--- src/rtl/qrm_pkg.sv ---
package qrm_pkg;
    typedef enum logic [1:0] {
        ST_IDLE  = 2'd0,
        ST_WRITE = 2'd1,
        ST_PASS  = 2'd2,
        ST_FAIL  = 2'd3
    } qrm_state_e;

    localparam int QRM_SRC_SNOOP = 0;
    localparam int QRM_SRC_LOCAL = 1;
    localparam int QRM_SRC_SC    = 2;
    localparam int QRM_NUM_SRC   = 3;
endpackage

--- src/rtl/qrm_blkcmp.sv ---
module qrm_blkcmp #(
    parameter int ADDR_W   = 64,
    parameter int GRAN_LSB = 4
) (
    input  logic                       en,
    input  logic [ADDR_W-1:GRAN_LSB]   probe_blk,
    input  logic [ADDR_W-1:GRAN_LSB]   resv_blk,
    output logic                       hit
);
    always_comb begin
        hit = en && (probe_blk == resv_blk);
    end
endmodule

--- src/rtl/qrm_resv.sv ---
module qrm_resv #(
    parameter int ADDR_W   = 64,
    parameter int GRAN_LSB = 4
) (
    input  logic                     clk,
    input  logic                     rst_n,
    input  logic                     ll_set,
    input  logic [ADDR_W-1:GRAN_LSB] ll_blk,
    input  logic                     sc_take,
    input  logic                     exc_event,
    input  logic                     snp_hit,
    input  logic                     st_hit,
    output logic                     resv_vld,
    output logic [ADDR_W-1:GRAN_LSB] resv_blk
);
    logic kill;

    always_comb begin
        kill = sc_take | exc_event | snp_hit | st_hit;
    end

    // Invalidating events take priority over a same-cycle load-linked request.
    always_ff @(posedge clk) begin
        if (!rst_n) begin
            resv_vld <= 1'b0;
        end else if (kill) begin
            resv_vld <= 1'b0;
        end else if (ll_set) begin
            resv_vld <= 1'b1;
        end
    end

    always_ff @(posedge clk) begin
        if (!rst_n) begin
            resv_blk <= '0;
        end else if (ll_set) begin
            resv_blk <= ll_blk;
        end
    end
endmodule

--- src/rtl/qrm_ctrl.sv ---
module qrm_ctrl
    import qrm_pkg::*;
#(
    parameter int ADDR_W   = 64,
    parameter int DW       = 64,
    parameter int GRAN_LSB = 4
) (
    input  logic              clk,
    input  logic              rst_n,
    input  logic              sc_valid,
    input  logic [ADDR_W-1:0] sc_addr,
    input  logic [DW-1:0]     sc_hi,
    input  logic [DW-1:0]     sc_lo,
    input  logic              sc_hit,
    output logic              sc_ready,
    output logic              sc_take,
    output logic              mem_wvalid,
    input  logic              mem_wready,
    output logic [ADDR_W-1:0] mem_waddr,
    output logic [2*DW-1:0]   mem_wdata,
    output logic              res_valid,
    output logic [DW-1:0]     res_data,
    output logic              addr_err
);
    localparam logic [DW-1:0] RES_OK = {{(DW-1){1'b0}}, 1'b1};

    qrm_state_e state_q, state_d;
    logic       aligned;
    logic       err_q;

    always_comb begin
        aligned = (sc_addr[GRAN_LSB-1:0] == '0);
        sc_take = sc_valid && (state_q == ST_IDLE);
    end

    always_comb begin
        state_d = state_q;
        unique case (state_q)
            ST_IDLE: begin
                if (sc_valid) begin
                    state_d = (aligned && sc_hit) ? ST_WRITE : ST_FAIL;
                end
            end
            ST_WRITE: begin
                if (mem_wready) begin
                    state_d = ST_PASS;
                end
            end
            ST_PASS:  state_d = ST_IDLE;
            ST_FAIL:  state_d = ST_IDLE;
            default:  state_d = ST_IDLE;
        endcase
    end

    always_ff @(posedge clk) begin
        if (!rst_n) begin
            state_q <= ST_IDLE;
        end else begin
            state_q <= state_d;
        end
    end

    always_ff @(posedge clk) begin
        if (!rst_n) begin
            mem_waddr <= '0;
            mem_wdata <= '0;
            err_q     <= 1'b0;
        end else if (sc_take) begin
            mem_waddr <= sc_addr;
            mem_wdata <= {sc_hi, sc_lo};
            err_q     <= !aligned;
        end
    end

    always_comb begin
        sc_ready   = 1'b0;
        mem_wvalid = 1'b0;
        res_valid  = 1'b0;
        res_data   = '0;
        addr_err   = 1'b0;
        unique case (state_q)
            ST_IDLE:  sc_ready = 1'b1;
            ST_WRITE: mem_wvalid = 1'b1;
            ST_PASS: begin
                res_valid = 1'b1;
                res_data  = RES_OK;
            end
            ST_FAIL: begin
                res_valid = 1'b1;
                addr_err  = err_q;
            end
            default: sc_ready = 1'b0;
        endcase
    end
endmodule

--- src/rtl/quad_resv_monitor.sv ---
module quad_resv_monitor
    import qrm_pkg::*;
#(
    parameter int ADDR_W   = 64,
    parameter int DW       = 64,
    parameter int GRAN_LSB = 4
) (
    input  logic              clk,
    input  logic              rst_n,
    input  logic              ll_valid,
    input  logic [ADDR_W-1:0] ll_addr,
    input  logic              sc_valid,
    output logic              sc_ready,
    input  logic [ADDR_W-1:0] sc_addr,
    input  logic [DW-1:0]     sc_hi,
    input  logic [DW-1:0]     sc_lo,
    input  logic              exc_event,
    input  logic              snp_valid,
    input  logic [ADDR_W-1:0] snp_addr,
    input  logic              loc_valid,
    input  logic              loc_is_store,
    input  logic [ADDR_W-1:0] loc_addr,
    output logic              mem_wvalid,
    input  logic              mem_wready,
    output logic [ADDR_W-1:0] mem_waddr,
    output logic [2*DW-1:0]   mem_wdata,
    output logic              res_valid,
    output logic [DW-1:0]     res_data,
    output logic              addr_err
);
    localparam int BLK_W = ADDR_W - GRAN_LSB;

    logic                     resv_vld;
    logic [ADDR_W-1:GRAN_LSB] resv_blk;
    logic                     sc_take;
    logic [QRM_NUM_SRC-1:0]   src_en;
    logic [QRM_NUM_SRC-1:0]   src_hit;
    logic [BLK_W-1:0]         src_blk [QRM_NUM_SRC];

    always_comb begin
        src_en[QRM_SRC_SNOOP]  = resv_vld && snp_valid;
        src_en[QRM_SRC_LOCAL]  = resv_vld && loc_valid && loc_is_store;
        src_en[QRM_SRC_SC]     = resv_vld;
        src_blk[QRM_SRC_SNOOP] = snp_addr[ADDR_W-1:GRAN_LSB];
        src_blk[QRM_SRC_LOCAL] = loc_addr[ADDR_W-1:GRAN_LSB];
        src_blk[QRM_SRC_SC]    = sc_addr[ADDR_W-1:GRAN_LSB];
    end

    for (genvar g = 0; g < QRM_NUM_SRC; g++) begin : g_cmp
        qrm_blkcmp #(
            .ADDR_W   (ADDR_W),
            .GRAN_LSB (GRAN_LSB)
        ) u_cmp (
            .en        (src_en[g]),
            .probe_blk (src_blk[g]),
            .resv_blk  (resv_blk),
            .hit       (src_hit[g])
        );
    end

    qrm_resv #(
        .ADDR_W   (ADDR_W),
        .GRAN_LSB (GRAN_LSB)
    ) u_resv (
        .clk       (clk),
        .rst_n     (rst_n),
        .ll_set    (ll_valid),
        .ll_blk    (ll_addr[ADDR_W-1:GRAN_LSB]),
        .sc_take   (sc_take),
        .exc_event (exc_event),
        .snp_hit   (src_hit[QRM_SRC_SNOOP]),
        .st_hit    (src_hit[QRM_SRC_LOCAL]),
        .resv_vld  (resv_vld),
        .resv_blk  (resv_blk)
    );

    qrm_ctrl #(
        .ADDR_W   (ADDR_W),
        .DW       (DW),
        .GRAN_LSB (GRAN_LSB)
    ) u_ctrl (
        .clk        (clk),
        .rst_n      (rst_n),
        .sc_valid   (sc_valid),
        .sc_addr    (sc_addr),
        .sc_hi      (sc_hi),
        .sc_lo      (sc_lo),
        .sc_hit     (src_hit[QRM_SRC_SC]),
        .sc_ready   (sc_ready),
        .sc_take    (sc_take),
        .mem_wvalid (mem_wvalid),
        .mem_wready (mem_wready),
        .mem_waddr  (mem_waddr),
        .mem_wdata  (mem_wdata),
        .res_valid  (res_valid),
        .res_data   (res_data),
        .addr_err   (addr_err)
    );
endmodule

--- config.mk ---
export PLATFORM = sky130hd
export DESIGN_NAME = quad_resv_monitor
export DESIGN_NICKNAME = d
export VERILOG_FILES = /design/src/rtl/qrm_pkg.sv /design/src/rtl/qrm_blkcmp.sv /design/src/rtl/qrm_resv.sv /design/src/rtl/qrm_ctrl.sv /design/src/rtl/quad_resv_monitor.sv
export SDC_FILE = /design/constraint.sdc
export NUM_CORES = 1
export LEC_CHECK = 0
export ABC_AREA = 1
export BUFFER_PORTS_ARGS = -buffer_cell sky130_fd_sc_hd__buf_4
export CAP_MARGIN = 15
export CORE_AREA = 2 2 252 254
export CTS_CLUSTER_DIAMETER = 40
export DETAILED_ROUTE_END_ITERATION = 7
export DIE_AREA = 0 0 254 256
export GPL_TIMING_DRIVEN = 0
export PLACE_DENSITY = 0.4
export SETUP_SLACK_MARGIN = 0.1
export SYNTH_ARGS = -nofsm -noshare
export SYNTH_HDL_FRONTEND = slang
export SYNTH_SLANG_ARGS = --single-unit
--- constraint.sdc ---
create_clock -name clk -period 2.7 [get_ports clk]
set_input_delay 0.405 -clock clk [delete_from_list [all_inputs] [get_ports clk]]
set_output_delay 0.405 -clock clk [all_outputs]
set_load 0.1 [all_outputs]
======== After elaboration in Yosys (flattened, before gate mapping) ========
Index checks and enable logic that the tools add are counted.
W data, S select, Z words.
word-level totals
  register bits ........................... 256
  bits in latches ......................... 0
  RAM bits ................................ 0
  memory bits (read-only) ................. 0
  input port bits ......................... 393
  output and inout bits ................... 260
  logic and storage cells ................. 41
  memories kept ........................... 0
operators by class
  $add $sub $neg .......................... 0
  $mul .................................... 0
  divide/modulo/power cells ............... 0
  magnitude comparators ................... 0
  equality and inequality tests ........... 8
  shifts and indexed selects .............. 0
  mux-type cells .......................... 9
  bitwise logic cells ..................... 4
  reduce and logical (&&, ||, !) cells .... 14
operators with widths
  kind                  count
  $eq A60 B60 Y1        3
  $logic_and A1 B1 Y1   8
  $mux W2               3
  $pmux W2 S3           1
  $mux W1               5
  $eq A2 B2 Y1 const B  2
  $logic_not A4 Y1      1
  $ne A2 B2 Y1 const B  2
  $reduce_or A2 Y1      2
  $or A1 B1 Y1          3
  $eq A2 B1 Y1 const B  1
  $logic_not A2 Y1      1
  $reduce_and A2 Y1     1
  $logic_not A1 Y1      1
  $not A1 Y1            1

======== Logic depth before layout (Yosys ltp) ========
  word-level depth ........................ 6
  mapped depth ............................ 11
  mapped depth without buffers ............ 11

======== By module ========
From an unflattened synthesis, not the netlist that was laid out.
second synthesis, totals
  cells, all modules ...................... 2334
  area, all modules ....................... 14666.6 um^2
modules (own cells, without submodules)
  module             times used  cells each  area each (um^2)  sequential area each (um^2)
  qrm_ctrl           1           1161        8823.5            3903.7
  qrm_blkcmp         3           300         1219.9            0.0
  qrm_resv           1           268         2162.1            1221.2
  quad_resv_monitor  1           5           21.3              0.0

======== Worst setup path before layout ========
No wires, ideal clock.
  kind .................................... reg-to-reg
  start point ............................. reg u_ctrl.state_q[0]
  end point ............................... reg u_ctrl.state_q[1]
  setup time .............................. 121 ps
  arrival ................................. 2101 ps
  required time ........................... 2579 ps
  slack ................................... 477 ps
  cell stages (with the launch flop) ...... 6
  path buffers ............................ 0
  period minus slack after synthesis ...... 2223 ps
  cells stage by stage .................... dfxtp_1 > inv_1 > nor2_1 > nand2_1 > o2111ai_1 > a21oi_1
on the way
  cells in the longest elaborated chain, start to end .. 3
  elaborated cells on any way between the ends .. 9
  classes of those cells .................. eq/ne: 5; mux: 1; reduce/logical: 3
ends and longest elaborated chain
  element                                                            RTL line        source
  from (decl)                                                        qrm_ctrl.sv:27  qrm_state_e state_q, state_d;
  from (signal assigned)                                             qrm_ctrl.sv:59  state_q <= state_d;
  $eq A2 B2 Y1 (tied with other cells)                               qrm_ctrl.sv:38  unique case (state_q)
  $reduce_or A2 Y1 (no line) / $ne A2 B2 Y1 (equally long branches)  -
  $pmux W2 S3 / $reduce_and A2 Y1 (equally long branches)            -
Several ways; a longest one is shown, not always the timed one.
A chain may end at the register's enable or synchronous reset.

======== Final worst setup path ========
  start point ............................. reg u_ctrl.state_q[0]
  end point ............................... out mem_wvalid
on the way
  cells in the longest elaborated chain, start to end .. 2
ends and longest elaborated chain
  element       RTL line                 source
  $eq A2 B1 Y1  qrm_ctrl.sv:81           unique case (state_q)
  $mux W1       qrm_ctrl.sv:81
  to (decl)     quad_resv_monitor.sv:23  output logic mem_wvalid,
No other way between the ends.

==> impl_metrics.toml <==
[final_layout]
most-common-layout-cells = "buf_4 (656), nor2_1 (432), nand2_1 (344), o21ai_0 (272), dfxtp_1 (256)"
fin_nets = 2928
fin_util = 0.326
final_common_cell = "buf_4"
area_growth_pct = 66.9
num-fill-cells = 6894
drive_above_1_share = 0.314

[cts]
root_buffer = "clkbuf_16"
clk_path_buf_depth = 3
clock_latency_ps = 580
postCtsHoldBufs = 0
cts_tree = "done"
cts_made_buffers = 71
clock_sinks = 256
clk_pin_slew_ps = 50
htreeDepth = 3
cts_setup_buffers = 0
cts.repair.resized = 0

[outcome]
outcome = "finished, final reports clean"

[power]
powerDensity_nw_per_um2 = 891
ir_worst_vdd_mv = 0.375
p_leak_nw = 10.1

[setup_path]
worstSetupStartpointType = "register"
critical_path.cell_chain = "inv_1, nor2_1, buf_4"
required_ps = 2300
slowest_delay_ps = 420
arrival_ps = 1630
crit_slowest_cell = "dfxtp_1"
endpoint_kind = "primary output"
criticalPathCategory = "reg2out"
crit_fanout = 4

[sta]
finClkSkew_ps = 25.1
rsz0062_at_grt = "false"
tightest_slew_ps = 710
final.setup.tns_ps = 0
setup_viol = 0
fin_crit_ps = 2040
max_freq_mhz = 491
drv_slew = 0
fin_crit_sh = 0.755
hold_viol_final = 0
slew_headroom = 0.527

[drt]
drt_pass1_iterations = 5
ant_nets = 0
vias = 13700
routed_wl_um = 62000
wl_per_cell_um = 18.0
drc_errors = 0
post_drt_via_cell_ratio = 3.97
drt_iter0_drc = 548

[synth]
synth.distinct_cells = 26
syn_area_um2 = 12200
ys_seq_elements = 256
synth-seq-area-share = 0.421
yosysWarnings = 0
netlist_instances = 1824
synth.avg_cell_area_um2 = 6.68

[global_route]
globalRouteOverflowTotal = 0
grt.total_usage = 0.184
grt_max_degree = 11
grt_pass1_vias = 13800
grt_first_pass_wirelength_um = 88000
antenna_found_initial = 7

[floorplanning]
core_area_um2 = 62400
die_h_um = 256
initial_core_util = 0.195
rows = 92
die_area_um2 = 65000
pin_count = 653
die_w_um = 254

[placed_design]
place_hpwl_um = 50000
place_congestion = 0.846
port_buffers = 576

[hold_path]
hold_class = "in2reg"

[flow_run]
drv_cap = 0
## per-layer routing
| layer | global-route usage | part of all wire | vias up |
|---|---|---|---|
| met4 | 0.0662 | 0.028 | 10 |
| met2 | 0.321 | 0.48 | 468 |
| li1 | - | - | 7023 |
| met5 | 0 | 0.0011 | - |
| met3 | 0.0680 | 0.091 | 115 |
| met1 | 0.203 | 0.40 | 6040 |
## final cells by class
| type | count | area (µm²) | share of cell area |
|---|---|---|---|
| inverter | 184 | 693 | 0.0341 |
| tap | 846 | 1060 | 0.0521 |
| multi-input combinational | 1299 | 5690 | 0.280 |
| clock buffer | 92 | 2010 | 0.0987 |
| buffer | 147 | 905 | 0.0445 |
| clock inverter | 37 | 513 | 0.0252 |
| timing repair buffer | 576 | 4320 | 0.213 |
| sequential | 256 | 5120 | 0.252 |
| antenna | 4 | 10.0 | 0.000492 |
## worst paths after layout
kind / startpoint / endpoint / slack, ps / cells past startpoint
setup reg to reg: u_ctrl.state_q[0]$_SDFFE_PN0P_ / u_ctrl.state_q[1]$_SDFFE_PN0P_ / 930 / 8
setup / recovery: u_ctrl.state_q[0]$_SDFFE_PN0P_ / mem_wvalid / 660 / 3
hold / removal: sc_lo[60] / u_ctrl.mem_wdata[60]$_SDFFE_PN0P_ / 70 / 3
hold reg to reg: u_ctrl.err_q$_SDFFE_PN0P_ / u_ctrl.err_q$_SDFFE_PN0P_ / 470 / 2
## sequential cells by signal (all words and copies together) (netlist names)
register	count
u_ctrl.err_q	1
u_ctrl.mem_waddr	64
u_ctrl.mem_wdata	128
u_ctrl.state_q	2
u_resv.resv_blk	60
u_resv.resv_vld	1
## power by group
part / switching [mW] / internal (mW)
sequential: 0.228 / 4.15
combinational: 3.64 / 1.22
clock: 2.63 / 6.25
## cell families (layout without fill, tap and decap cells)
family	Yosys count	count (layout)	synth area share
compound gates	373	373	0.154
other cells	1	67	0.000308
xor+xnor	54	54	0.0388
flops	256	256	0.421
buf+inv	331	1036	0.131
simple gates	809	809	0.255
## critical path: cells and delay by family (launching register included)
family,cells,cell delay [ps]
buffers and inverters,2,470
flip-flops,1,420
AND/OR/NAND/NOR,1,160
## Yosys cell counts, drive strengths merged
library cell    n  area, µm²
xor2           29        254
a21oi          96        480
o2111ai         2       17.5
o21ai         272       1360
nand4           7       43.8
clkbuf         48        195
buf            99        709
dfxtp         256       5120
or2             3       18.8
conb            1       3.75
o22ai           3       18.8
nor2          433       1630
nand3          13       65.1
inv           184        693
nor3            7       35.0
nand2         345       1300
nor4            1       6.26
xnor2          25        219
## per-stage QoR
| step | hold slack [ps] | std cells | power (mW) | setup WS [ps] | cell area (µm²) |
|---|---|---|---|---|---|
| floorplan | 442 | 1886 | 7.89 | 477 | 12400 |
| global placement | 465 | 3308 | 9.32 | 562 | 17800 |
| detailed placement | 467 | 3308 | 9.35 | 548 | 17800 |
| CTS | 20.2 | 3437 | 18.4 | 608 | 20300 |
| global route | 52.4 | 3439 | 18.9 | 563 | 20300 |
| finish | 71.3 | 3441 | 18.1 | 662 | 20300 |
(Power assumes the default switching activity.)
